--- src/rtl/osc_pkg.sv ---
package osc_pkg;

    localparam int ACC_W     = 24;
    localparam int FREQ_W    = 16;
    localparam int PW_W      = 12;
    localparam int OUT_W     = 12;
    localparam int LFSR_W    = 23;
    localparam int NOISE_BIT = 19;
    localparam int NOISE_TAPS = 8;
    localparam logic [LFSR_W-1:0] NOISE_SEED = 23'h7FFFF8;

    typedef enum logic [2:0] {
        ADDR_FREQ_LO = 3'd0,
        ADDR_FREQ_HI = 3'd1,
        ADDR_PW_LO   = 3'd2,
        ADDR_PW_HI   = 3'd3,
        ADDR_CTRL    = 3'd4
    } reg_addr_e;

    localparam logic [3:0] WAVE_TRI   = 4'h1;
    localparam logic [3:0] WAVE_SAW   = 4'h2;
    localparam logic [3:0] WAVE_PULSE = 4'h4;
    localparam logic [3:0] WAVE_NOISE = 4'h8;

    typedef struct packed {
        logic [3:0] wave;
        logic       test;
        logic       ring;
        logic       sync;
        logic       spare;
    } ctrl_t;

    function automatic int noise_tap(input int k);
        case (k)
            0: return 22;
            1: return 20;
            2: return 16;
            3: return 13;
            4: return 11;
            5: return 7;
            6: return 4;
            default: return 2;
        endcase
    endfunction

    function automatic logic [LFSR_W-1:0] lfsr_next(input logic [LFSR_W-1:0] s);
        return {s[LFSR_W-2:0], s[22] ^ s[17]};
    endfunction

endpackage

--- src/rtl/osc_regs.sv ---
module osc_regs
    import osc_pkg::*;
#(
    parameter int FW = FREQ_W,
    parameter int PW = PW_W
) (
    input  logic          clk,
    input  logic          rst,
    input  logic          wr_en,
    input  logic [2:0]    wr_addr,
    input  logic [7:0]    wr_data,
    output logic [FW-1:0] freq,
    output logic [PW-1:0] pw,
    output ctrl_t         ctrl,
    output logic          ctrl_wr,
    output logic          ctrl_test_new
);
    localparam int PW_HI_W = PW - 8;

    assign ctrl_wr       = wr_en && (wr_addr == ADDR_CTRL);
    assign ctrl_test_new = wr_data[3];

    always_ff @(posedge clk) begin
        if (rst) begin
            freq <= '0;
            pw   <= '0;
            ctrl <= '0;
        end else if (wr_en) begin
            case (wr_addr)
                ADDR_FREQ_LO: freq <= {freq[FW-1:8], wr_data};
                ADDR_FREQ_HI: freq <= {wr_data, freq[7:0]};
                ADDR_PW_LO:   pw   <= {pw[PW-1:8], wr_data};
                ADDR_PW_HI:   pw   <= {wr_data[PW_HI_W-1:0], pw[7:0]};
                ADDR_CTRL:    ctrl <= ctrl_t'(wr_data);
                default: ;
            endcase
        end
    end
endmodule

--- src/rtl/osc_phase.sv ---
module osc_phase
    import osc_pkg::*;
#(
    parameter int AW = ACC_W,
    parameter int FW = FREQ_W,
    parameter int NB = NOISE_BIT
) (
    input  logic          clk,
    input  logic          rst,
    input  logic [FW-1:0] freq,
    input  logic          test,
    input  logic          sync_en,
    input  logic          ctrl_wr,
    input  logic          ctrl_test_new,
    input  logic          src_msb_rise,
    input  logic          src_synced,
    output logic [AW-1:0] acc,
    output logic          noise_tick,
    output logic          msb_rise_q,
    output logic          synced_q
);
    localparam int MSB = AW - 1;

    logic [AW-1:0] step_val;
    logic [AW-1:0] sum;
    logic          hit;
    logic          test_arm;

    assign step_val   = AW'(freq);
    assign sum        = acc + step_val;
    assign hit        = sync_en && src_msb_rise && !src_synced;
    assign test_arm   = ctrl_wr && ctrl_test_new;
    assign noise_tick = !test && !acc[NB] && sum[NB];

    always_ff @(posedge clk) begin
        if (rst) begin
            acc        <= '0;
            msb_rise_q <= 1'b0;
            synced_q   <= 1'b0;
        end else begin
            msb_rise_q <= !test && !acc[MSB] && sum[MSB];
            synced_q   <= hit;
            if (test_arm || test || hit)
                acc <= '0;
            else
                acc <= sum;
        end
    end

    AST_ACC_STEP: assert property (@(posedge clk) disable iff (rst)
        (!test && !hit && !test_arm) |=> (acc == AW'($past(acc) + $past(step_val))));

    AST_SYNC_CLEAR: assert property (@(posedge clk) disable iff (rst)
        hit |=> (acc == '0 && synced_q));

    AST_RISE_ORIGIN: assert property (@(posedge clk) disable iff (rst)
        msb_rise_q |-> !$past(acc[MSB]));
endmodule

--- src/rtl/osc_noise.sv ---
module osc_noise
    import osc_pkg::*;
#(
    parameter int LW = LFSR_W
) (
    input  logic          clk,
    input  logic          rst,
    input  logic          test,
    input  logic          ctrl_wr,
    input  logic          ctrl_test_new,
    input  logic          tick,
    output logic [LW-1:0] lfsr
);
    logic reseed;
    assign reseed = ctrl_wr && !ctrl_test_new && test;

    always_ff @(posedge clk) begin
        if (rst)
            lfsr <= NOISE_SEED;
        else if (ctrl_wr && ctrl_test_new)
            lfsr <= '0;
        else if (reseed)
            lfsr <= NOISE_SEED;
        else if (tick)
            lfsr <= lfsr_next(lfsr);
    end

    AST_RESEED: assert property (@(posedge clk) disable iff (rst)
        reseed |=> (lfsr == NOISE_SEED));
endmodule

--- src/rtl/osc_shaper.sv ---
module osc_shaper
    import osc_pkg::*;
#(
    parameter int AW = ACC_W,
    parameter int PW = PW_W,
    parameter int OW = OUT_W,
    parameter int LW = LFSR_W
) (
    input  logic [AW-1:0] acc,
    input  logic [LW-1:0] lfsr,
    input  logic [PW-1:0] pw,
    input  ctrl_t         ctrl,
    input  logic          src_msb,
    output logic [OW-1:0] wave_out
);
    logic [OW-1:0] saw_v;
    logic [OW-1:0] tri_raw;
    logic [OW-1:0] tri_v;
    logic [OW-1:0] pulse_v;
    logic [OW-1:0] noise_v;
    logic          fold;

    assign saw_v   = acc[AW-1 -: OW];
    assign tri_raw = acc[AW-2 -: OW];
    assign fold    = acc[AW-1] ^ (ctrl.ring & src_msb);
    assign tri_v   = fold ? ~tri_raw : tri_raw;
    assign pulse_v = (ctrl.test || (saw_v >= OW'(pw))) ? '1 : '0;

    for (genvar k = 0; k < NOISE_TAPS; k++) begin : g_tap
        assign noise_v[OW-1-k] = lfsr[noise_tap(k)];
    end
    assign noise_v[OW-NOISE_TAPS-1:0] = '0;

    always_comb begin
        case (ctrl.wave)
            WAVE_TRI:   wave_out = tri_v;
            WAVE_SAW:   wave_out = saw_v;
            WAVE_PULSE: wave_out = pulse_v;
            WAVE_NOISE: wave_out = noise_v;
            default:    wave_out = '0;
        endcase
    end
endmodule

--- src/rtl/osc_voice.sv ---
module osc_voice
    import osc_pkg::*;
(
    input  logic        clk,
    input  logic        rst,
    input  logic        wr_en,
    input  logic [2:0]  wr_addr,
    input  logic [7:0]  wr_data,
    input  logic        src_msb,
    input  logic        src_msb_rise,
    input  logic        src_synced,
    output logic [11:0] wave_out,
    output logic [7:0]  osc_rd,
    output logic        acc_msb,
    output logic        msb_rise,
    output logic        synced
);
    logic [FREQ_W-1:0] freq;
    logic [PW_W-1:0]   pw;
    ctrl_t             ctrl;
    logic              ctrl_wr;
    logic              ctrl_test_new;
    logic [ACC_W-1:0]  acc;
    logic [LFSR_W-1:0] lfsr;
    logic              noise_tick;

    osc_regs u_regs (
        .clk(clk), .rst(rst), .wr_en(wr_en), .wr_addr(wr_addr), .wr_data(wr_data),
        .freq(freq), .pw(pw), .ctrl(ctrl), .ctrl_wr(ctrl_wr), .ctrl_test_new(ctrl_test_new)
    );

    osc_phase u_phase (
        .clk(clk), .rst(rst), .freq(freq), .test(ctrl.test), .sync_en(ctrl.sync),
        .ctrl_wr(ctrl_wr), .ctrl_test_new(ctrl_test_new),
        .src_msb_rise(src_msb_rise), .src_synced(src_synced),
        .acc(acc), .noise_tick(noise_tick), .msb_rise_q(msb_rise), .synced_q(synced)
    );

    osc_noise u_noise (
        .clk(clk), .rst(rst), .test(ctrl.test), .ctrl_wr(ctrl_wr),
        .ctrl_test_new(ctrl_test_new), .tick(noise_tick), .lfsr(lfsr)
    );

    osc_shaper u_shaper (
        .acc(acc), .lfsr(lfsr), .pw(pw), .ctrl(ctrl), .src_msb(src_msb),
        .wave_out(wave_out)
    );

    assign acc_msb = acc[ACC_W-1];
    assign osc_rd  = wave_out[OUT_W-1 -: 8];

    AST_TEST_FROZEN: assert property (@(posedge clk) disable iff (rst)
        ctrl.test |-> (acc == '0 && lfsr == '0 && !msb_rise));

    AST_TEST_PULSE_HIGH: assert property (@(posedge clk) disable iff (rst)
        (ctrl.test && ctrl.wave == WAVE_PULSE) |-> (wave_out == '1));

    AST_MULTI_SILENT: assert property (@(posedge clk) disable iff (rst)
        ($countones(ctrl.wave) > 1) |-> (wave_out == '0));
endmodule

--- config.mk ---
export PLATFORM = sky130hd
export DESIGN_NAME = osc_voice
export DESIGN_NICKNAME = d
export VERILOG_FILES = /design/src/rtl/osc_pkg.sv /design/src/rtl/osc_regs.sv /design/src/rtl/osc_phase.sv /design/src/rtl/osc_noise.sv /design/src/rtl/osc_shaper.sv /design/src/rtl/osc_voice.sv
export SDC_FILE = /design/constraint.sdc
export NUM_CORES = 1
export LEC_CHECK = 0
export CORE_ASPECT_RATIO = 1.75
export CORE_MARGIN = 2
export CORE_UTILIZATION = 50
export CTS_CLUSTER_DIAMETER = 60
export DETAILED_ROUTE_END_ITERATION = 8
export DONT_BUFFER_PORTS = 1
export PLACE_DENSITY = 0.71
export SLEW_MARGIN = 20
export SYNTH_ARGS = -nofsm -noshare
export SYNTH_HDL_FRONTEND = slang
export SYNTH_SLANG_ARGS = --single-unit
--- constraint.sdc ---
create_clock -name clk -period 2.7 [get_ports clk]
set_input_delay 0.27 -clock clk [delete_from_list [all_inputs] [get_ports clk]]
set_output_delay 0.27 -clock clk [all_outputs]
set_load 0.03 [all_outputs]
==> results of run 1 <==
==> flip-flops by register name, summed over array words and instances, names as in the netlist <==
register            flops
u_noise.lfsr           23
u_phase.acc            24
u_phase.msb_rise_q      1
u_phase.synced_q        1
u_regs.ctrl             7
u_regs.freq            16
u_regs.pw              12
==> cell type report <==
| cell class | instances | area, µm² | area share [%] |
|---|---|---|---|
| clock buffer | 12 | 236 | 4.79 |
| clock inverter | 3 | 25.0 | 0.507 |
| inverter | 23 | 86.3 | 1.75 |
| multi-input combinational | 361 | 2580 | 52.3 |
| sequential | 84 | 1690 | 34.2 |
| tap | 117 | 146 | 2.97 |
| timing repair buffer | 23 | 173 | 3.50 |
==> metal layers <==
layer  GRT usage (%)  vias up  part of all wire (%)
li1                -     1775                     -
met1            24.5     1710                    38
met2            43.0       91                    53
met3            4.04       35                   3.7
met4            14.1        0                   5.8
met5               0        -                     0
==> worst max-delay path, cell delays in order (launching register included) <==
cell and delay, ps:
dfxtp_2 380, inv_1 60, ha_1 260, nand2b_1 140
a211o_1 290, a21oi_1 200, o2111ai_2 210, nand3_2 190
nand2_1 80, buf_4 210
==> per-stage QoR <==
stage	hold WS [ps]	utilization, %	total power, µW	cells	worst slack [ps]
6_report	62.9	56.5	2570	623	80.4
5_1_grt	68.9	56.5	2660	623	1.49
4_1_cts	59.8	56.3	2590	622	54.3
3_5_place_dp	348	53.0	1480	605	274
3_3_place_gp	347	53.0	1470	605	327
2_1_floorplan	406	-	1450	498	182
==> worst max-delay path by stage <==
| stage | from | end | slack [ps] | cells past startpoint |
|---|---|---|---|---|
| 3_5_place_dp | u_phase.acc[17]$_SDFF_PP0_ | osc_rd[4] | 270 | 8 |
| 2_1_floorplan | u_phase.acc[17]$_SDFF_PP0_ | wave_out[10] | 180 | 9 |
| 4_1_cts | u_phase.acc[12]$_SDFF_PP0_ | osc_rd[4] | 50 | 9 |
| 6_report | u_phase.acc[12]$_SDFF_PP0_ | osc_rd[4] | 80 | 9 |
| 3_3_place_gp | u_phase.acc[17]$_SDFF_PP0_ | osc_rd[7] | 330 | 8 |
| 5_1_grt | u_regs.pw[10]$_SDFFE_PP0P_ | wave_out[10] | 1 | 8 |
==> kinds of logic after synthesis <==
| logic type | share of synthesized area [%] |
|---|---|
| AND/OR/NAND/NOR | 17.9 |
| AO/OA/AOI/OAI | 18.2 |
| flip-flops | 37.4 |
| buffers and inverters | 6.12 |
| multiplexers | 6.68 |
| adder cells (fa/ha/maj) | 8.24 |
| XOR/XNOR | 5.45 |
==> power by group <==
part	leakage, µW	switching (µW)	total (µW)	internal [µW]
logic	0.00117	115	183	68.6
clock network	0.000123	483	1110	622
registers	0.000682	21.0	1290	1260
total	0.00198	619	2570	1950
==> cell usage after synthesis, types with 3 or more instances <==
| cell | number |
|---|---|
| dfxtp_1 | 84 |
| nor2_1 | 59 |
| nand2_1 | 46 |
| a21oi_1 | 39 |
| mux2i_1 | 30 |
| ha_1 | 28 |
| inv_1 | 23 |
| xnor2_1 | 22 |
| a221o_1 | 15 |
| buf_4 | 12 |
| nand3_1 | 12 |
| clkbuf_1 | 10 |
| a222oi_1 | 8 |
| o21ai_0 | 7 |
| nand2b_1 | 6 |
| o21a_1 | 6 |
| xor2_1 | 6 |
| a21o_1 | 5 |
| a21oi_2 | 4 |
| a22oi_1 | 4 |
| and3_1 | 4 |
| buf_2 | 4 |
| nor3_1 | 4 |
| a211oi_1 | 3 |
| and2_1 | 3 |
| buf_6 | 3 |
| nand4_1 | 3 |
| nor4b_1 | 3 |
| o211ai_2 | 3 |
| or2_2 | 3 |
==> repair_timing <==
item                                    4_1_cts  5_1_grt
gates cloned                                  0        1
resized for setup                             1        6
hold buffers                                  2        0
endpoints found under the setup margin       20       17
hold endpoints to repair                     33        0
setup buffers                                 0        0
pin swaps                                     0        1
==> run_results.csv, run 1 <==
group,metric,value,unit
clock_tree,clkSlewWorstSetupHoldPaths,60,ps
grt,antenna_found_initial,0,
finish,nets,548,
logic_synthesis,synth_edf_count,0,
placement,portBuffers,0,
logic_synthesis,synth_top_area_share,37.4,%
routing,drcViolationCount,0,
floorplan,core_area,0.00873,mm²
setup_path,cp-end-kind,"output port",
floorplan,die_h,129,µm
logic_synthesis,synthTopCellsByArea,"dfxtp_1, ha_1, mux2i_1",
clock_tree,clk_latency,340,ps
placement,dpl.hpwl,8080,µm
logic_synthesis,synth.net_count,544,
sta,period_needed,2620,ps
routing,viasPerCell,5.80,
setup_path,r2r_start,"u_regs.freq[1]$_SDFFE_PP0P_",
logic_synthesis,yosysSeqAreaShare,37.4,%
worst_hold_path,min_from,"wr_data[1]",
logic_synthesis,ys_warn_count,0,
setup_path,crit_arrival,2350,ps
floorplan,ios,40,
finish,design_area,0.00493,mm²
sta,setup-tns-final,0,ps
worst_hold_path,hold_depth,2,
routing,vias,3611,
logic_synthesis,ys_ff_latch,84,
logic_synthesis,yosysTopAreaCell,"dfxtp_1",
grt,first_global_vias,3445,
finish,layout_commonest_cell,"dfxtp_1",
worst_hold_path,holdCritPathClass,"in2reg",
clock_tree,cts_root_buf,"clkbuf_16",
logic_synthesis,synthFlopType,"dfxtp_1",
routing,drt-initial-drc-count,195,
placement,dpl-instance-area,0.00463,mm²
routing,drt_pass1_iterations,4,
clock_tree,clockBufferDepth,2,
sta,finClkSkew,4.64,ps
pwr,p_leak,0.00198,µW
routing,wl_per_cell,17.6,µm
floorplan,placementRows,45,
pwr,power_density,522,mW/mm²
sta,rsz0062_at_grt,"no",
setup_path,path_max_fanout,6,
floorplan,die_w,75.7,µm
pwr,ir_worst_vdd,0.351,mV
logic_synthesis,netlist_instances,498,
sta,setup_viol,0,
finish,area_growth,9.71,%
floorplan,start_util,51.5,%
setup_path,cp.required,2430,ps
sta,relSlewSlack,29.7,%
sta,maxSlewViolCount,0,
setup_path,worstSetupPathType,"reg2out",
setup_path,startpoint_type,"register",
logic_synthesis,ys_types,60,
grt,grt_pass1_wl,17100,µm
setup_path,worst-r2r-cell-count,7,
sta,post-route-period-util,97.0,%
clock_tree,numCtsBuffers,9,
logic_synthesis,synth_area_per_cell,9.03,µm²
job,maxCapViolCount,0,
sta,hold_viol,0,
sta,fmax,382,MHz
status,status,"completed",
sta,max_slew.worst_pin.slew,1040,ps
grt,track_usage,23.8,%
logic_synthesis,syn_area,0.00450,mm²
clock_tree,cts_max_level,3,
grt,overflow,0,
grt,grt_max_degree,34,
routing,routed_wl,11000,µm
logic_synthesis,ys_async_sr_fraction,0,%
setup_path,reg2reg_to,"u_noise.lfsr[18]$_SDFFE_PP1P_",
routing,ant_nets,0,
worst_hold_path,hold_end,"u_regs.freq[1]$_SDFFE_PP0P_",
finish,drive_gt1_share,12.5,%
clock_tree,cts.sinks,84,
finish,mostFrequentLayoutCells,"dfxtp_1, nor2_1, nand2_1",
placement,gp_congestion,0.862,
clock_tree,cts_tree,"yes",
finish,diodes,0,
setup_path,rrSetupSlack,280,ps
finish,n_fill_cell,790,
floorplan,dieArea,0.00980,mm²
No activity file was read; power rests on OpenSTA's default activity.
==> inputs of run 2 (changes only) <==
Settings changed: RECOVER_POWER set to 100.
==> run_results.csv, run 2 (same netlist as run 1, synthesis figures left out) <==
group,metric,value,unit
status,status,"completed",
placement,dpl.hpwl,8080,µm
setup_path,cpPeakStageDelay,890,ps
grt,grt_pass1_wl,17100,µm
finish,diodes,0,
routing,drcViolationCount,0,
grt,antenna_found_initial,0,
sta,rsz0062_at_grt,"no",
routing,vias,3599,
clock_tree,clockBufferDepth,2,
grt,first_global_vias,3445,
floorplan,start_util,51.5,%
finish,area_growth,9.13,%
setup_path,worstSetupPathType,"reg2out",
sta,max_slew.worst_pin.slew,1400,ps
sta,finClkSkew,4.61,ps
grt,overflow,0,
routing,viasPerCell,5.78,
finish,seq_area,0.00169,mm²
setup_path,worst-r2r-cell-count,7,
finish,mostFrequentLayoutCells,"dfxtp_1, nor2_1, nand2_1",
setup_path,path_max_fanout,6,
job,maxCapViolCount,0,
worst_hold_path,min_from,"wr_data[1]",
setup_path,critical_path.slowest_cell,"nor4b_1",
floorplan,placementRows,45,
finish,nets,548,
setup_path,crit_arrival,2340,ps
finish,drive_gt1_share,11.3,%
finish,multi_input_area,0.00256,mm²
routing,ant_nets,0,
setup_path,rrSetupSlack,200,ps
pwr,power_density,525,mW/mm²
floorplan,dieArea,0.00980,mm²
setup_path,startpoint_type,"register",
clock_tree,cts_root_buf,"clkbuf_16",
worst_hold_path,holdCritPathClass,"in2reg",
routing,routed_wl,11000,µm
clock_tree,cts.sinks,84,
sta,setup-tns-final,0,ps
routing,drt-initial-drc-count,234,
pwr,ir_worst_vdd,0.350,mV
finish,largest_reg_flops,24,
clock_tree,cts_tree,"yes",
pwr,power,2570,µW
routing,drt_pass1_iterations,6,
sta,period_needed,2610,ps
worst_hold_path,hold_end,"u_regs.freq[1]$_SDFFE_PP0P_",
setup_path,r2r_start,"u_regs.freq[1]$_SDFFE_PP0P_",
finish,utilization,56.2,%
grt,track_usage,23.8,%
finish,n_fill_cell,799,
placement,gp_congestion,0.862,
clock_tree,cts_max_level,3,
grt,grt_max_degree,34,
pwr,p_leak,0.00197,µW
setup_path,worstPathCellList,"nor4b_1 > nand3_2 > nand2_1 > buf_4",
sta,post-route-period-util,96.8,%
setup_path,reg2reg_to,"u_noise.lfsr[18]$_SDFFE_PP1P_",
sta,hold_viol,0,
floorplan,ios,40,
clock_tree,clkSlewWorstSetupHoldPaths,60,ps
placement,portBuffers,0,
clock_tree,numCtsBuffers,9,
setup_path,cp.required,2430,ps
sta,maxSlewViolCount,0,
clock_tree,clk_latency,340,ps
worst_hold_path,hold_depth,2,
sta,relSlewSlack,6.27,%
sta,fmax,382,MHz
floorplan,core_area,0.00873,mm²
sta,setup_viol,0,
placement,place_ws,274,ps
sta,post-route-worst-setup-slack,85.3,ps
floorplan,die_w,75.7,µm
finish,reg_top3,"u_phase.acc: 24 flops, u_noise.lfsr: 23 flops, u_regs.freq: 16 flops",
sta,whs,61.4,ps
finish,layout_commonest_cell,"dfxtp_1",
floorplan,die_h,129,µm
setup_path,cp-end-kind,"output port",
finish,regMostFlops,"u_phase.acc",
routing,wl_per_cell,17.6,µm
[run 2: worst max path at each step]
stage                                      startpoint      endpoint  slack [ps]  depth (start not counted)
final                     u_regs.ctrl[6]$_SDFFE_PP0P_   wave_out[9]          90                          4
after global routing       u_regs.pw[10]$_SDFFE_PP0P_  wave_out[10]           1                          8
after floorplan            u_phase.acc[17]$_SDFF_PP0_  wave_out[10]         180                          9
after global placement     u_phase.acc[17]$_SDFF_PP0_     osc_rd[7]         330                          8
after detailed placement   u_phase.acc[17]$_SDFF_PP0_     osc_rd[4]         270                          8
after CTS                  u_phase.acc[12]$_SDFF_PP0_     osc_rd[4]          50                          9
[run 2: area by class of cell]
| cell class | instances | share of cell area (%) |
|---|---|---|
| Multi-Input combinational cell | 361 | 52.2 |
| Clock inverter | 3 | 0.510 |
| Timing Repair Buffer | 23 | 3.37 |
| Inverter | 23 | 1.76 |
| Tap cell | 117 | 2.98 |
| Sequential cell | 84 | 34.4 |
| Clock buffer | 12 | 4.82 |
[run 2: stage by stage]
step                cell area (µm²)  cells
floorplan                      4500    498
CTS                            4920    622
finish                         4910    623
detailed placement             4630    605
global route                   4910    623
global placement               4630    605
[run 2: timing repair]
action | CTS | global route
endpoints found under the hold margin | 33 | 0
setup endpoints to repair | 20 | 17
cloned | 0 | 1
pin swaps | 0 | 1
gates resized for setup | 1 | 6
hold buffers | 2 | 0
setup buffers | 0 | 0
[run 2: layer usage]
metal	up-vias	wire [µm]	track usage (%)
met3	35	344	4.04
met5	-	0	0
met2	81	5840	43.0
li1	1772	-	-
met4	0	613	14.1
met1	1711	4160	24.5
[run 2: critical path: cells and delay by family (launching register included)]
family / cells / cell delay (ps)
flops: 1 / 430
buf+inv: 1 / 230
simple gates: 3 / 1340
[run 2: power breakdown]
group | internal [µW] | switching [µW] | total, µW
sequential | 1260 | 20.8 | 1280
combinational | 67.4 | 114 | 181
clock | 622 | 486 | 1110
total | 1950 | 621 | 2570
